### config.mk
export PLATFORM = sky130hd
export DESIGN_NAME = latched_decoder
export DESIGN_NICKNAME = d
export VERILOG_FILES = /design/src/rtl/latdec_pkg.sv /design/src/rtl/latdec_addr_latch.sv /design/src/rtl/latdec_onehot.sv /design/src/rtl/latdec_out_gate.sv /design/src/rtl/latched_decoder.sv
export SDC_FILE = /design/constraint.sdc
export NUM_CORES = 1
export LEC_CHECK = 0
export ABC_AREA = 1
export BUFFER_PORTS_ARGS = -buffer_cell sky130_fd_sc_hd__buf_4
export CAP_MARGIN = 0
export CORE_AREA = 2 2 39 41
export CTS_CLUSTER_DIAMETER = 100
export DETAILED_ROUTE_END_ITERATION = 6
export DIE_AREA = 0 0 41 43
export GPL_TIMING_DRIVEN = 0
export RECOVER_POWER = 50
export SYNTH_ARGS = -nofsm -noshare
export SYNTH_HDL_FRONTEND = slang
export SYNTH_SLANG_ARGS = --single-unit
### constraint.sdc
create_clock -name clk_i -period 2.3 [get_ports clk_i]
set_input_delay 0.46 -clock clk_i [delete_from_list [all_inputs] [get_ports clk_i]]
set_output_delay 0.46 -clock clk_i [all_outputs]
set_load 0.1 [all_outputs]
### src/rtl/latdec_pkg.sv
package latdec_pkg;
  typedef enum logic {
    MODE_FLOW = 1'b0,
    MODE_HOLD = 1'b1
  } addr_mode_e;
endpackage

### src/rtl/latdec_addr_latch.sv
module latdec_addr_latch
  import latdec_pkg::*;
#(
  parameter int unsigned SEL_W = 3
) (
  input  logic             clk_i,
  input  logic             rst_ni,
  input  logic             latch_en_i,
  input  logic [SEL_W-1:0] sel_i,
  output logic [SEL_W-1:0] addr_o
);
  addr_mode_e       mode;
  logic [SEL_W-1:0] held_q;

  assign mode = latch_en_i ? MODE_HOLD : MODE_FLOW;

  always_ff @(posedge clk_i or negedge rst_ni) begin
    if (!rst_ni)                held_q <= '0;
    else if (mode == MODE_FLOW) held_q <= sel_i;
  end

  // flow mode bypasses the register: no added latency
  always_comb begin
    unique case (mode)
      MODE_FLOW: addr_o = sel_i;
      MODE_HOLD: addr_o = held_q;
      default:   addr_o = held_q;
    endcase
  end
endmodule

### src/rtl/latdec_onehot.sv
module latdec_onehot #(
  parameter int unsigned SEL_W = 3,
  localparam int unsigned OUT_N = 1 << SEL_W
) (
  input  logic [SEL_W-1:0] addr_i,
  output logic [OUT_N-1:0] hot_o
);
  for (genvar i = 0; i < OUT_N; i++) begin : g_line
    assign hot_o[i] = (addr_i == SEL_W'(i));
  end
endmodule

### src/rtl/latdec_out_gate.sv
module latdec_out_gate #(
  parameter int unsigned OUT_N = 8
) (
  input  logic [OUT_N-1:0] hot_i,
  input  logic             en_i,
  input  logic             en_ni,
  output logic [OUT_N-1:0] y_no
);
  logic on;
  assign on   = en_i & ~en_ni;
  assign y_no = on ? ~hot_i : '1;
endmodule

### src/rtl/latched_decoder.sv
module latched_decoder #(
  parameter int unsigned SEL_W = 3,
  localparam int unsigned OUT_N = 1 << SEL_W
) (
  input  logic             clk_i,
  input  logic             rst_ni,
  input  logic             latch_en_i,
  input  logic             en_i,
  input  logic             en_ni,
  input  logic [SEL_W-1:0] sel_i,
  output logic [OUT_N-1:0] y_no
);
  logic [SEL_W-1:0] addr;
  logic [OUT_N-1:0] hot;

  latdec_addr_latch #(.SEL_W(SEL_W)) i_latch (
    .clk_i      (clk_i),
    .rst_ni     (rst_ni),
    .latch_en_i (latch_en_i),
    .sel_i      (sel_i),
    .addr_o     (addr)
  );

  latdec_onehot #(.SEL_W(SEL_W)) i_onehot (
    .addr_i (addr),
    .hot_o  (hot)
  );

  latdec_out_gate #(.OUT_N(OUT_N)) i_gate (
    .hot_i (hot),
    .en_i  (en_i),
    .en_ni (en_ni),
    .y_no  (y_no)
  );
endmodule

## After elaboration in Yosys (flattened, before gate mapping)

Index checks and enable logic that the tools add are counted.

| storage, ports and cells | value |
|---|---|
| flip-flop bits (word level) | 3 |
| latch bits | 0 |
| bits in writable memories | 0 |
| ROM bits | 0 |
| input bits | 8 |
| output and inout port bits | 8 |
| logic and storage cells | 16 |
| memories kept | 0 |

| cells by class | value |
|---|---|
| add/subtract/negate cells | 0 |
| $mul | 0 |
| div/mod/pow operators | 0 |
| magnitude comparators | 0 |
| equality and inequality tests | 7 |
| shifts and indexed selects | 0 |
| muxes and demuxes | 3 |
| bitwise operators | 4 |
| reduce and logical (&&, ||, !) cells | 1 |

Operators with widths:

| cell | number |
|---|---|
| == test 3 bit (second input constant) | 4 |
| 2-to-1 mux 8 bit | 1 |
| NOT 8 bit | 1 |
| == test 3 x 2 -> 1 bit (second input constant) | 2 |
| one-hot mux 3 bit (2 select lines) | 1 |
| == test 3 x 1 -> 1 bit (second input constant) | 1 |
| logical NOT 3 bit | 1 |
| NOT 1 bit | 2 |
| bitwise AND 1 bit | 1 |
| 2-to-1 mux 1 bit | 1 |

## Logic depth before layout (Yosys ltp)

Gate-level depths: netlist of the first run.

| logic depth | value |
|---|---|
| depth in word-level cells | 6 |
| gate-level depth with buffers | 5 |
| depth with buffers taken out | 5 |

## Hierarchy

From an unflattened synthesis of the first run, not the netlist that was laid out.

| unflattened totals | value |
|---|---|
| cell total of the unflattened synthesis | 38 |
| area total of the unflattened synthesis | 224.0 um2 |

By module, submodules not included:

| module | times used | cells an instance | area an instance (um2) | seq. area each (um2) |
|---|---|---|---|---|
| latdec_addr_latch | 1 | 13 | 112.6 | 75.1 |
| latdec_onehot | 1 | 15 | 56.3 | 0.0 |
| latdec_out_gate | 1 | 10 | 55.1 | 0.0 |

## Worst setup path after synthesis of the first run

Ideal clock, no wire load.

| path | value |
|---|---|
| path type | input -> output |
| start | in latch_en_i |
| end | out y_no[3] |
| arrival | 1364 ps |
| required time | 1840 ps |
| setup slack | 476 ps |
| stages | 5 |
| path buffers | 0 |
| cell sequence | inv_2 nand2_1 nand2_1 nor2_1 nand2_1 |

| on the way | value |
|---|---|
| cells in the longest elaborated chain, start to end | 6 |

RTL lines:

| what | line | text |
|---|---|---|
| start, declared | latched_decoder.sv:7 | `input logic latch_en_i,` |
| 2-to-1 mux 1 bit * | latdec_addr_latch.sv:15 | `assign mode = latch_en_i ? MODE_HOLD : MODE_FLOW;` |
| NOT 1 bit | -- |  |
| one-hot mux 3 bit (2 select lines) * | latdec_addr_latch.sv:24 | `unique case (mode)` |
| == test 3 x 2 -> 1 bit * | latdec_onehot.sv:9 | `assign hot_o[i] = (addr_i == SEL_W'(i));` |
| NOT 8 bit * | latdec_out_gate.sv:11 | `assign y_no = on ? ~hot_i : '1;` |
| 2-to-1 mux 8 bit * | latdec_out_gate.sv:11 |  |
| end, declared | latched_decoder.sv:11 | `output logic [OUT_N-1:0] y_no` |

Mark *: on every way between the ends. The rest lies on a longest branch, timed or not.

## Worst setup path after layout of the first run

| path | value |
|---|---|
| start | in latch_en_i |
| end | out y_no[2] |

Same word-level chain as after synthesis.

==> results of run 1 <==
[layout make-up]
cell class,count,area (µm²),area share [%]
clock buffers,4,26.3,6.56
multi-input cells,30,140,35.0
repair buffers,16,116,29.1
inverters,6,22.5,5.62
well taps,16,20.0,5.00
flip-flops and latches,3,75.1,18.8
[per-stage QoR]
step / setup slack, ps / total power [W]
after global routing: 266 / 0.000246
after CTS: 548 / 0.000237
after floorplan: 476 / 0.000119
after global placement: 565 / 0.000140
after detailed placement: 547 / 0.000141
final: 323 / 0.000231
[worst paths after layout]
check	startpoint	end
setup / recovery	latch_en_i	y_no[2]
hold / removal	sel_i[1]	i_latch.held_q[1]$_DFFE_PN0N_
setup reg to reg	i_latch.held_q[2]$_DFFE_PN0N_	i_latch.held_q[2]$_DFFE_PN0N_
hold reg to reg	i_latch.held_q[1]$_DFFE_PN0N_	i_latch.held_q[1]$_DFFE_PN0N_
max in group asynchronous	rst_ni	i_latch.held_q[2]$_DFFE_PN0N_
min in group asynchronous	rst_ni	i_latch.held_q[0]$_DFFE_PN0N_
[cell usage after synthesis]
library cell  count  area share (%)
nor2_2            3             7.7
nor2_1            1             1.5
nand2_2           5              13
inv_2             1             1.5
dfrtp_1           3              31
a21oi_2           1             3.6
inv_1             5             7.7
nand2_1          19              29
nor2_4            1             4.6
[metal layers]
metal  vias up  GRT usage (%)
met5         -              0
met4         0           6.00
met2         6           10.3
met1       118           8.44
li1        154              -
met3         0           4.71
[power by group through the flow]
stage | Combinational (W) | Clock (W) | Sequential, W
final | 0.0000786 | 0.0000927 | 0.0000594
after detailed placement | 0.0000808 | 0 | 0.0000600
after floorplan | 0.0000587 | 0 | 0.0000599
after global placement | 0.0000805 | 0 | 0.0000600
after CTS | 0.0000809 | 0.0000969 | 0.0000594
after global routing | 0.0000850 | 0.000101 | 0.0000597
[cells by family after synthesis]
kind of cell / after synthesis / share of synthesized area, %
AOI/OAI and AO/OA: 1 / 3.61
and+or+nand+nor: 29 / 56.2
DFF: 3 / 30.9
buffers and inverters: 6 / 9.28
[worst max-delay path, delay by kind of cell]
family        cells  cell delay, ps
simple gates      4             320
buf+inv           3             730
==> results_dict.tcl, run 1 <==
set metrics [dict create \
    outcome "completed" \
    critPathMaxStageDelay_ps 450 \
    pwr-share-clk_pct 40.2 \
    wl_met1_um 234 \
    avgSynthCellArea_um2 6.22 \
    grt-ovfl-total 0 \
    dieArea_um2 1760 \
    holdWs_ps 489 \
    antenna_cells 0 \
    dr.first_iter.drc_count 0 \
    start_util_pct 17.5 \
    hold_class "input port to register" \
    fmax_mhz 506 \
    clockBufferDepth 2 \
    nFillCells 158 \
    syn2layout_area_growth_pct 64.9 \
    cts_buffers 3 \
    vias 278 \
    grt_setup_unrepaired "false" \
    p_int_w 0.000145 \
    finalSetupTns_ps 0 \
    top_regs "i_latch.held_q: 3 flops" \
    syn_area_um2 243 \
    stdcell_count 75 \
    grt_start_max_net_pins 7 \
    final_area_um2 400 \
    worst_setup_path_end_kind "output port" \
    share_seq_of_total_power_pct 25.7 \
    wl_met2_um 278 \
    worstRegToRegCells 2 \
    clkSinkCount 3 \
    ys_seq_area_share_pct 30.9 \
    syn_inst 39 \
    ys.warnings.count 0 \
    grt_usage_pct 7.75 \
    layout_min_cycle_time_ps 1980 \
    drive_gt1_share_pct 42.4 \
    grt_antenna_before_repair 0 \
    ioPinCount 16 \
    final_common_cell "nand2_1" \
    dp_cells 70 \
    comb_power_share_pct 34.1 \
    min_path_cells 3 \
    regMostFlops "i_latch.held_q" \
    portBuffers 15 \
    reg2reg_slack_ps 1620 \
    die-height_um 43 \
    wl_per_cell_um 7.31 \
    holdBufCountCts 0 \
    slew_viol_final 0 \
    routed.top_layer "met3" \
    hold_viol 0 \
    root_buffer "clkbuf_4" \
    cp_max_fo 6 \
    crit_slowest_cell "clkbuf_2" \
    largest_reg_flops 3 \
    cap_violations 0 \
    cpMostUsedCell "nand2_1" \
    placement_rows 14 \
    p_leak_nw 0.210 \
    fin_util_pct 28.9 \
    cts.reportedPaths.clkPinSlew_ps 40 \
    ir_drop_uv 231 \
    first_global_vias 235 \
    p_sw_share_pct 36.9 \
    drtPass1Iterations 1 \
    post_cts_buffers 0 \
    ant_nets 0 \
    clk_latency_ps 230 \
    drcViolationCount 0 \
    core_um2 1380 \
    power.net_switching_w 0.0000852 \
    required_ps 1840 \
    num-nets-final 68 \
    final_cell_mix "21 x nand2_1, 13 x buf_4, 6 x inv_1" \
    syn_nets 47 \
    worst_clock_skew_ps 0 \
    arrival_ps 1520 \
    powerDensity_nw_per_um2 576 \
    ys_ff_latch 3 \
    post-route-period-util_pct 86.0 \
    drt-total-wl_um 548 \
    dp_hpwl_um 444 \
    critPathKind "input port to output port" \
    relSlewSlack_pct 64.4 \
    start_kind "input port" \
    dpl-instance-area_um2 375 \
    tightest_slew_ps 536 \
    fp.dieW_um 41 \
    ys_types 9 \
    grt_pass1_wl_um 862 \
    cts_repair_resize_count 0 \
    wl_met3_um 34 \
    cts_tree "built" \
    vias_per_cell 3.71 \
    cts.htree.levels 1 \
    crit_chain "buf_4 -> inv_1 -> nand2_1 -> nand2_1 -> nor2_2 -> nand2_1 -> clkbuf_2" \
    setup_viol 0 \
    gp_congestion 0.669 \
]
Power figures use the tool's default switching activity.
==> run 2, diff against run 1 <==
CORE_AREA = 5 5 42 44   (was 2 2 39 41)
DIE_AREA = 0 0 47 49   (was 0 0 41 43)
==> run 2 against run 1 <==
Compared with the run above:
- total power shrank 0.96%
- largest cell class unchanged
- maximum frequency is 0.54% higher
- register-to-register slack is essentially flat
- critical path depth is the same
==> results_dict.tcl, run 2 (synthesized netlist as in run 1, its figures left out) <==
set metrics [dict create \
    relSlewSlack_pct 64.3 \
    cap_violations 0 \
    fmax_mhz 508 \
    ir_drop_uv 317 \
    clockBufferDepth 2 \
    setup_viol 0 \
    grt_start_max_net_pins 7 \
    cts_repair_resize_count 0 \
    final_common_cell "nand2_1" \
    ant_nets 0 \
    root_buffer "clkbuf_4" \
    finalSetupTns_ps 0 \
    rr_startpoint "i_latch.held_q[0]$_DFFE_PN0N_" \
    arrival_ps 1510 \
    die-height_um 49 \
    vias_per_cell 3.71 \
    wl_per_cell_um 7.89 \
    hold_class "input port to register" \
    start_util_pct 17.3 \
    grt_setup_unrepaired "false" \
    dieArea_um2 2300 \
    antenna_cells 0 \
    post_cts_buffers 0 \
    clkSinkCount 3 \
    drtPass1Iterations 4 \
    dr.first_iter.drc_count 6 \
    seqCellArea_um2 75.1 \
    portBuffers 15 \
    critPathMaxStageDelay_ps 440 \
    drive_gt1_share_pct 42.4 \
    powerDensity_nw_per_um2 571 \
    required_ps 1840 \
    nFillCells 168 \
    cpMostUsedCell "nand2_1" \
    crit_end "y_no[1]" \
    hold_viol 0 \
    grt-ovfl-total 0 \
    top_regs "i_latch.held_q: 3 flops" \
    crit_slowest_cell "clkbuf_2" \
    worstReg2RegEnd "i_latch.held_q[0]$_DFFE_PN0N_" \
    layout_min_cycle_time_ps 1970 \
    p_leak_nw 0.210 \
    tightest_slew_ps 537 \
    grt_pass1_wl_um 1060 \
    cts.reportedPaths.clkPinSlew_ps 40 \
    cp_max_fo 6 \
    worst_clock_skew_ps 0 \
    first_global_vias 265 \
    reg2reg_slack_ps 1610 \
    placement_rows 14 \
    post-route-period-util_pct 85.5 \
    worst_setup_path_end_kind "output port" \
    cts.htree.levels 1 \
    min_path_cells 3 \
    power_w 0.000228 \
    grt_antenna_before_repair 0 \
    slew_viol_final 0 \
    outcome "completed" \
    multiInputGateArea_um2 140 \
    core_um2 1400 \
    largest_reg_flops 3 \
    fp.dieW_um 47 \
    worstRegToRegCells 2 \
    gp_congestion 0.656 \
    cts_buffers 3 \
    start_kind "input port" \
    critPathKind "input port to output port" \
    drcViolationCount 0 \
    crit_chain "buf_4 -> inv_1 -> nand2_2 -> nand2_1 -> nor2_4 -> nand2_1 -> clkbuf_2" \
    fin_util_pct 28.6 \
    drt-total-wl_um 592 \
    regMostFlops "i_latch.held_q" \
    holdWs_ps 500 \
    clk_latency_ps 230 \
    ioPinCount 16 \
    num-nets-final 68 \
    dp_hpwl_um 501 \
    crit_start "latch_en_i" \
    cts_tree "built" \
    final_cell_mix "21 x nand2_1, 13 x buf_4, 6 x inv_1" \
    grt_usage_pct 6.42 \
    vias 278 \
    syn2layout_area_growth_pct 64.9 \
]
[run 2: cell counts in the layout (fill, tap and decap cells not counted)]
No cell type changed its count.
[run 2: metal layers]
metal,GRT usage (%),wire length [µm]
met5,0,0
met4,4.15,0
met3,3.32,40
met2,7.69,277
met1,8.63,273
[run 2: power breakdown]
group	leakage, nW	switching (W)	internal (W)
clock network	0.0150	0.0000251	0.0000649
logic	0.159	0.0000562	0.0000227
registers	0.0365	0.00000178	0.0000577
total	0.210	0.0000831	0.000145
[run 2: worst max-delay path, delay by kind of cell]
kind                   cells  cell delay, ps
buffers and inverters      3             710
AND/OR/NAND/NOR            4             320
[run 2: worst min path at each step]
stage / start / end / slack, ps
floorplan: rst_ni / i_latch.held_q[0]$_DFFE_PN0N_ / 160
global placement: rst_ni / i_latch.held_q[2]$_DFFE_PN0N_ / 250
detailed placement: rst_ni / i_latch.held_q[2]$_DFFE_PN0N_ / 250
CTS: rst_ni / i_latch.held_q[1]$_DFFE_PN0N_ / 7
global route: sel_i[1] / i_latch.held_q[1]$_DFFE_PN0N_ / 500
finish: sel_i[1] / i_latch.held_q[1]$_DFFE_PN0N_ / 500
[run 2: stage by stage]
step	instance area [µm²]	instances	setup WS [ps]
global placement	375	70	564
detailed placement	375	70	553
global route	400	75	245
floorplan	243	39	476
CTS	402	74	552
finish	400	75	333
[run 2: area by class of cell]
| type | instances | area share [%] |
|---|---|---|
| tap | 16 | 5.00 |
| sequential | 3 | 18.8 |
| inverter | 6 | 5.62 |
| timing repair buffer | 16 | 29.1 |
| multi-input combinational | 30 | 35.0 |
| clock buffer | 4 | 6.56 |
[run 2: what timing repair did]
action,4_1_cts,5_1_grt
hold endpoints to repair,0,3
hold buffers,0,1
setup endpoints to repair,0,0
==> run 3, diff against run 2 <==
SYNTH_HIERARCHICAL = 1   (was not set)
==> run 3 against run 2 <==
Compared with the run above:
- clock power rose by 3.0%
- synthesized cell count fell by 2.6%
- largest power group unchanged
- area after synthesis fell by 7.7%
- cell area fell by 5.6%
- sequential share of layout area rose by 1.1 points
- non-clock buffer count did not move
- setup slack improved by 74 ps
- die area did not move
- flip-flop and latch count did not move
- routed wire length rose by 3.7%
- total power fell by 3.6%
==> results_dict.tcl, run 3 <==
set metrics [dict create \
    placement_rows 14 \
    fin_ws_ps 407 \
    hp-start "sel_i[0]" \
    critPathMaxStageDelay_ps 290 \
    vias 282 \
    hold_class "input port to register" \
    outcome "completed" \
    num-nets-final 66 \
    layout_min_cycle_time_ps 1890 \
    largest_reg_flops 3 \
    p_sw_share_pct 35.4 \
    hold_viol 0 \
    dp_slack_ps 465 \
    post-route-period-util_pct 82.3 \
    cts_repair_resize_count 0 \
    worstReg2RegEnd "i_latch/held_q[2]$_DFFE_PN0N_" \
    synth_most_common_cell "nand2_1" \
    required_ps 1840 \
    slew_viol_final 0 \
    dp_hpwl_um 490 \
    synth.top_cell.area_share_pct 33.5 \
    top_regs "i_latch/held_q: 3 flops" \
    fin_util_pct 27.0 \
    drt-total-wl_um 614 \
    root_buffer "clkbuf_4" \
    synth_edf_count 0 \
    synthTopCellsByCount "13 x nand2_1, 8 x nand3_1, 8 x nor2_1" \
    clockBufferDepth 2 \
    routed.top_layer "met4" \
    cts.htree.levels 1 \
    syn_nets 46 \
    gp_congestion 0.642 \
    cts_buffers 3 \
    crit_slowest_cell "buf_4" \
    dieArea_um2 2300 \
    start_util_pct 16.0 \
    fmax_mhz 528 \
    grt_setup_unrepaired "false" \
    holdBufCountCts 0 \
    worst_setup_path_end_kind "output port" \
    synth_flop_cell "dfrtp_1" \
    ir_drop_uv 141 \
    holdWs_ps 502 \
    regMostFlops "i_latch/held_q" \
    finalSetupTns_ps 0 \
    cts_tree "built" \
    dr.first_iter.drc_count 5 \
    ant_nets 0 \
    ys_types 7 \
    synthArstFlopShare_pct 100 \
    avgSynthCellArea_um2 5.89 \
    min_path_cells 3 \
    cp_max_fo 6 \
    powerDensity_nw_per_um2 583 \
    drive_gt1_share_pct 31.6 \
    clkSinkCount 3 \
    final_common_cell "nand2_1" \
    critPathKind "input port to output port" \
    cts.reportedPaths.clkPinSlew_ps 40 \
    antenna_cells 0 \
    start_kind "input port" \
    grt_start_max_net_pins 9 \
    first_global_vias 274 \
    drcViolationCount 0 \
    wl_per_cell_um 8.41 \
    syn2layout_area_growth_pct 68.7 \
    ys_seq_area_share_pct 33.5 \
    worst_clock_skew_ps 0 \
    final_cell_mix "13 x nand2_1, 12 x buf_4, 8 x nand3_1, 8 x nor2_1" \
    wl_met1_um 262 \
    tightest_slew_ps 280 \
    setup_viol 0 \
    wl_met3_um 62 \
    comb_power_share_pct 31.3 \
    grt_pass1_wl_um 1100 \
    vias_per_cell 3.86 \
    portBuffers 14 \
    arrival_ps 1430 \
    hold_end "i_latch/held_q[0]$_DFFE_PN0N_" \
    worstRegToRegCells 2 \
    core_um2 1400 \
    clk_latency_ps 230 \
    syn_inst 38 \
    p_int_w 0.000142 \
    wl_met2_um 275 \
    ioPinCount 16 \
    die-height_um 49 \
    cap_violations 0 \
    grt_usage_pct 7.12 \
    grt_antenna_before_repair 0 \
    ys.warnings.count 6 \
    syn_area_um2 224 \
    yosysTopAreaCell "dfrtp_1" \
    power.net_switching_w 0.0000780 \
    p_leak_nw 0.193 \
    ys_ff_latch 3 \
    relSlewSlack_pct 81.5 \
    cpMostUsedCell "nand2_1" \
    share_seq_of_total_power_pct 26.6 \
    reg2reg_slack_ps 1580 \
    post_cts_buffers 0 \
    synthTopCellsByArea "dfrtp_1 34%, nand2_1 22%, nand3_1 18%" \
    fp.dieW_um 47 \
    rr_startpoint "i_latch/held_q[2]$_DFFE_PN0N_" \
    pwr-share-clk_pct 42.1 \
    drtPass1Iterations 4 \
    grt-ovfl-total 0 \
    crit_chain "clkbuf_1 -> inv_1 -> nand2_1 -> nand2_1 -> inv_2 -> nor2_1 -> nand3_1 -> buf_4" \
]
==> run 3: per-stage QoR <==
| step | instances | total power (W) | instance area, µm² |
|---|---|---|---|
| after global routing | 73 | 0.000241 | 378 |
| after CTS | 72 | 0.000226 | 375 |
| final | 73 | 0.000220 | 378 |
| after detailed placement | 68 | 0.000129 | 349 |
| after global placement | 68 | 0.000128 | 349 |
| after floorplan | 38 | 0.000110 | 224 |
==> run 3: kinds of logic (layout without fill, tap and decap cells) <==
kind of cell | count (synthesis) | count (layout) | share of synthesized area (%)
flops | 3 | 3 | 33.5
simple gates | 29 | 29 | 53.1
buf+inv | 6 | 25 | 13.4
==> run 3: how the worst max path moves through the flow <==
stage / startpoint / end / slack (ps)
finish: latch_en_i / y_no[6] / 410
global route: latch_en_i / y_no[0] / 230
CTS: latch_en_i / y_no[6] / 460
detailed placement: latch_en_i / y_no[6] / 470
global placement: latch_en_i / y_no[0] / 480
floorplan: latch_en_i / y_no[4] / 260
==> run 3: critical path: cells and delay by family <==
family | cells | cell delay [ps]
buffers and inverters | 4 | 650
AND/OR/NAND/NOR | 4 | 320
==> run 3: cell type report <==
class | instances | area (µm²)
fillers | 170 | 1020
multi-input cells | 29 | 119
repair buffers | 15 | 108
flip-flops and latches | 3 | 75.1
clock buffers | 4 | 26.3
well taps | 16 | 20.0
inverters | 5 | 18.8
plain buffers | 1 | 11.3
==> run 3: routing by layer <==
metal,global-route usage (%),vias to the layer above
met5,0,-
met4,6.91,0
met3,5.54,2
met2,8.14,8
met1,7.71,118
li1,-,154
==> run 3: power by group through the flow <==
stage	clock [W]	sequential, W	combinational [W]
2_1_floorplan	0	0.0000592	0.0000503
3_3_place_gp	0	0.0000595	0.0000688
3_5_place_dp	0	0.0000593	0.0000693
4_1_cts	0.0000974	0.0000587	0.0000695
5_1_grt	0.000107	0.0000589	0.0000755
6_report	0.0000927	0.0000587	0.0000689
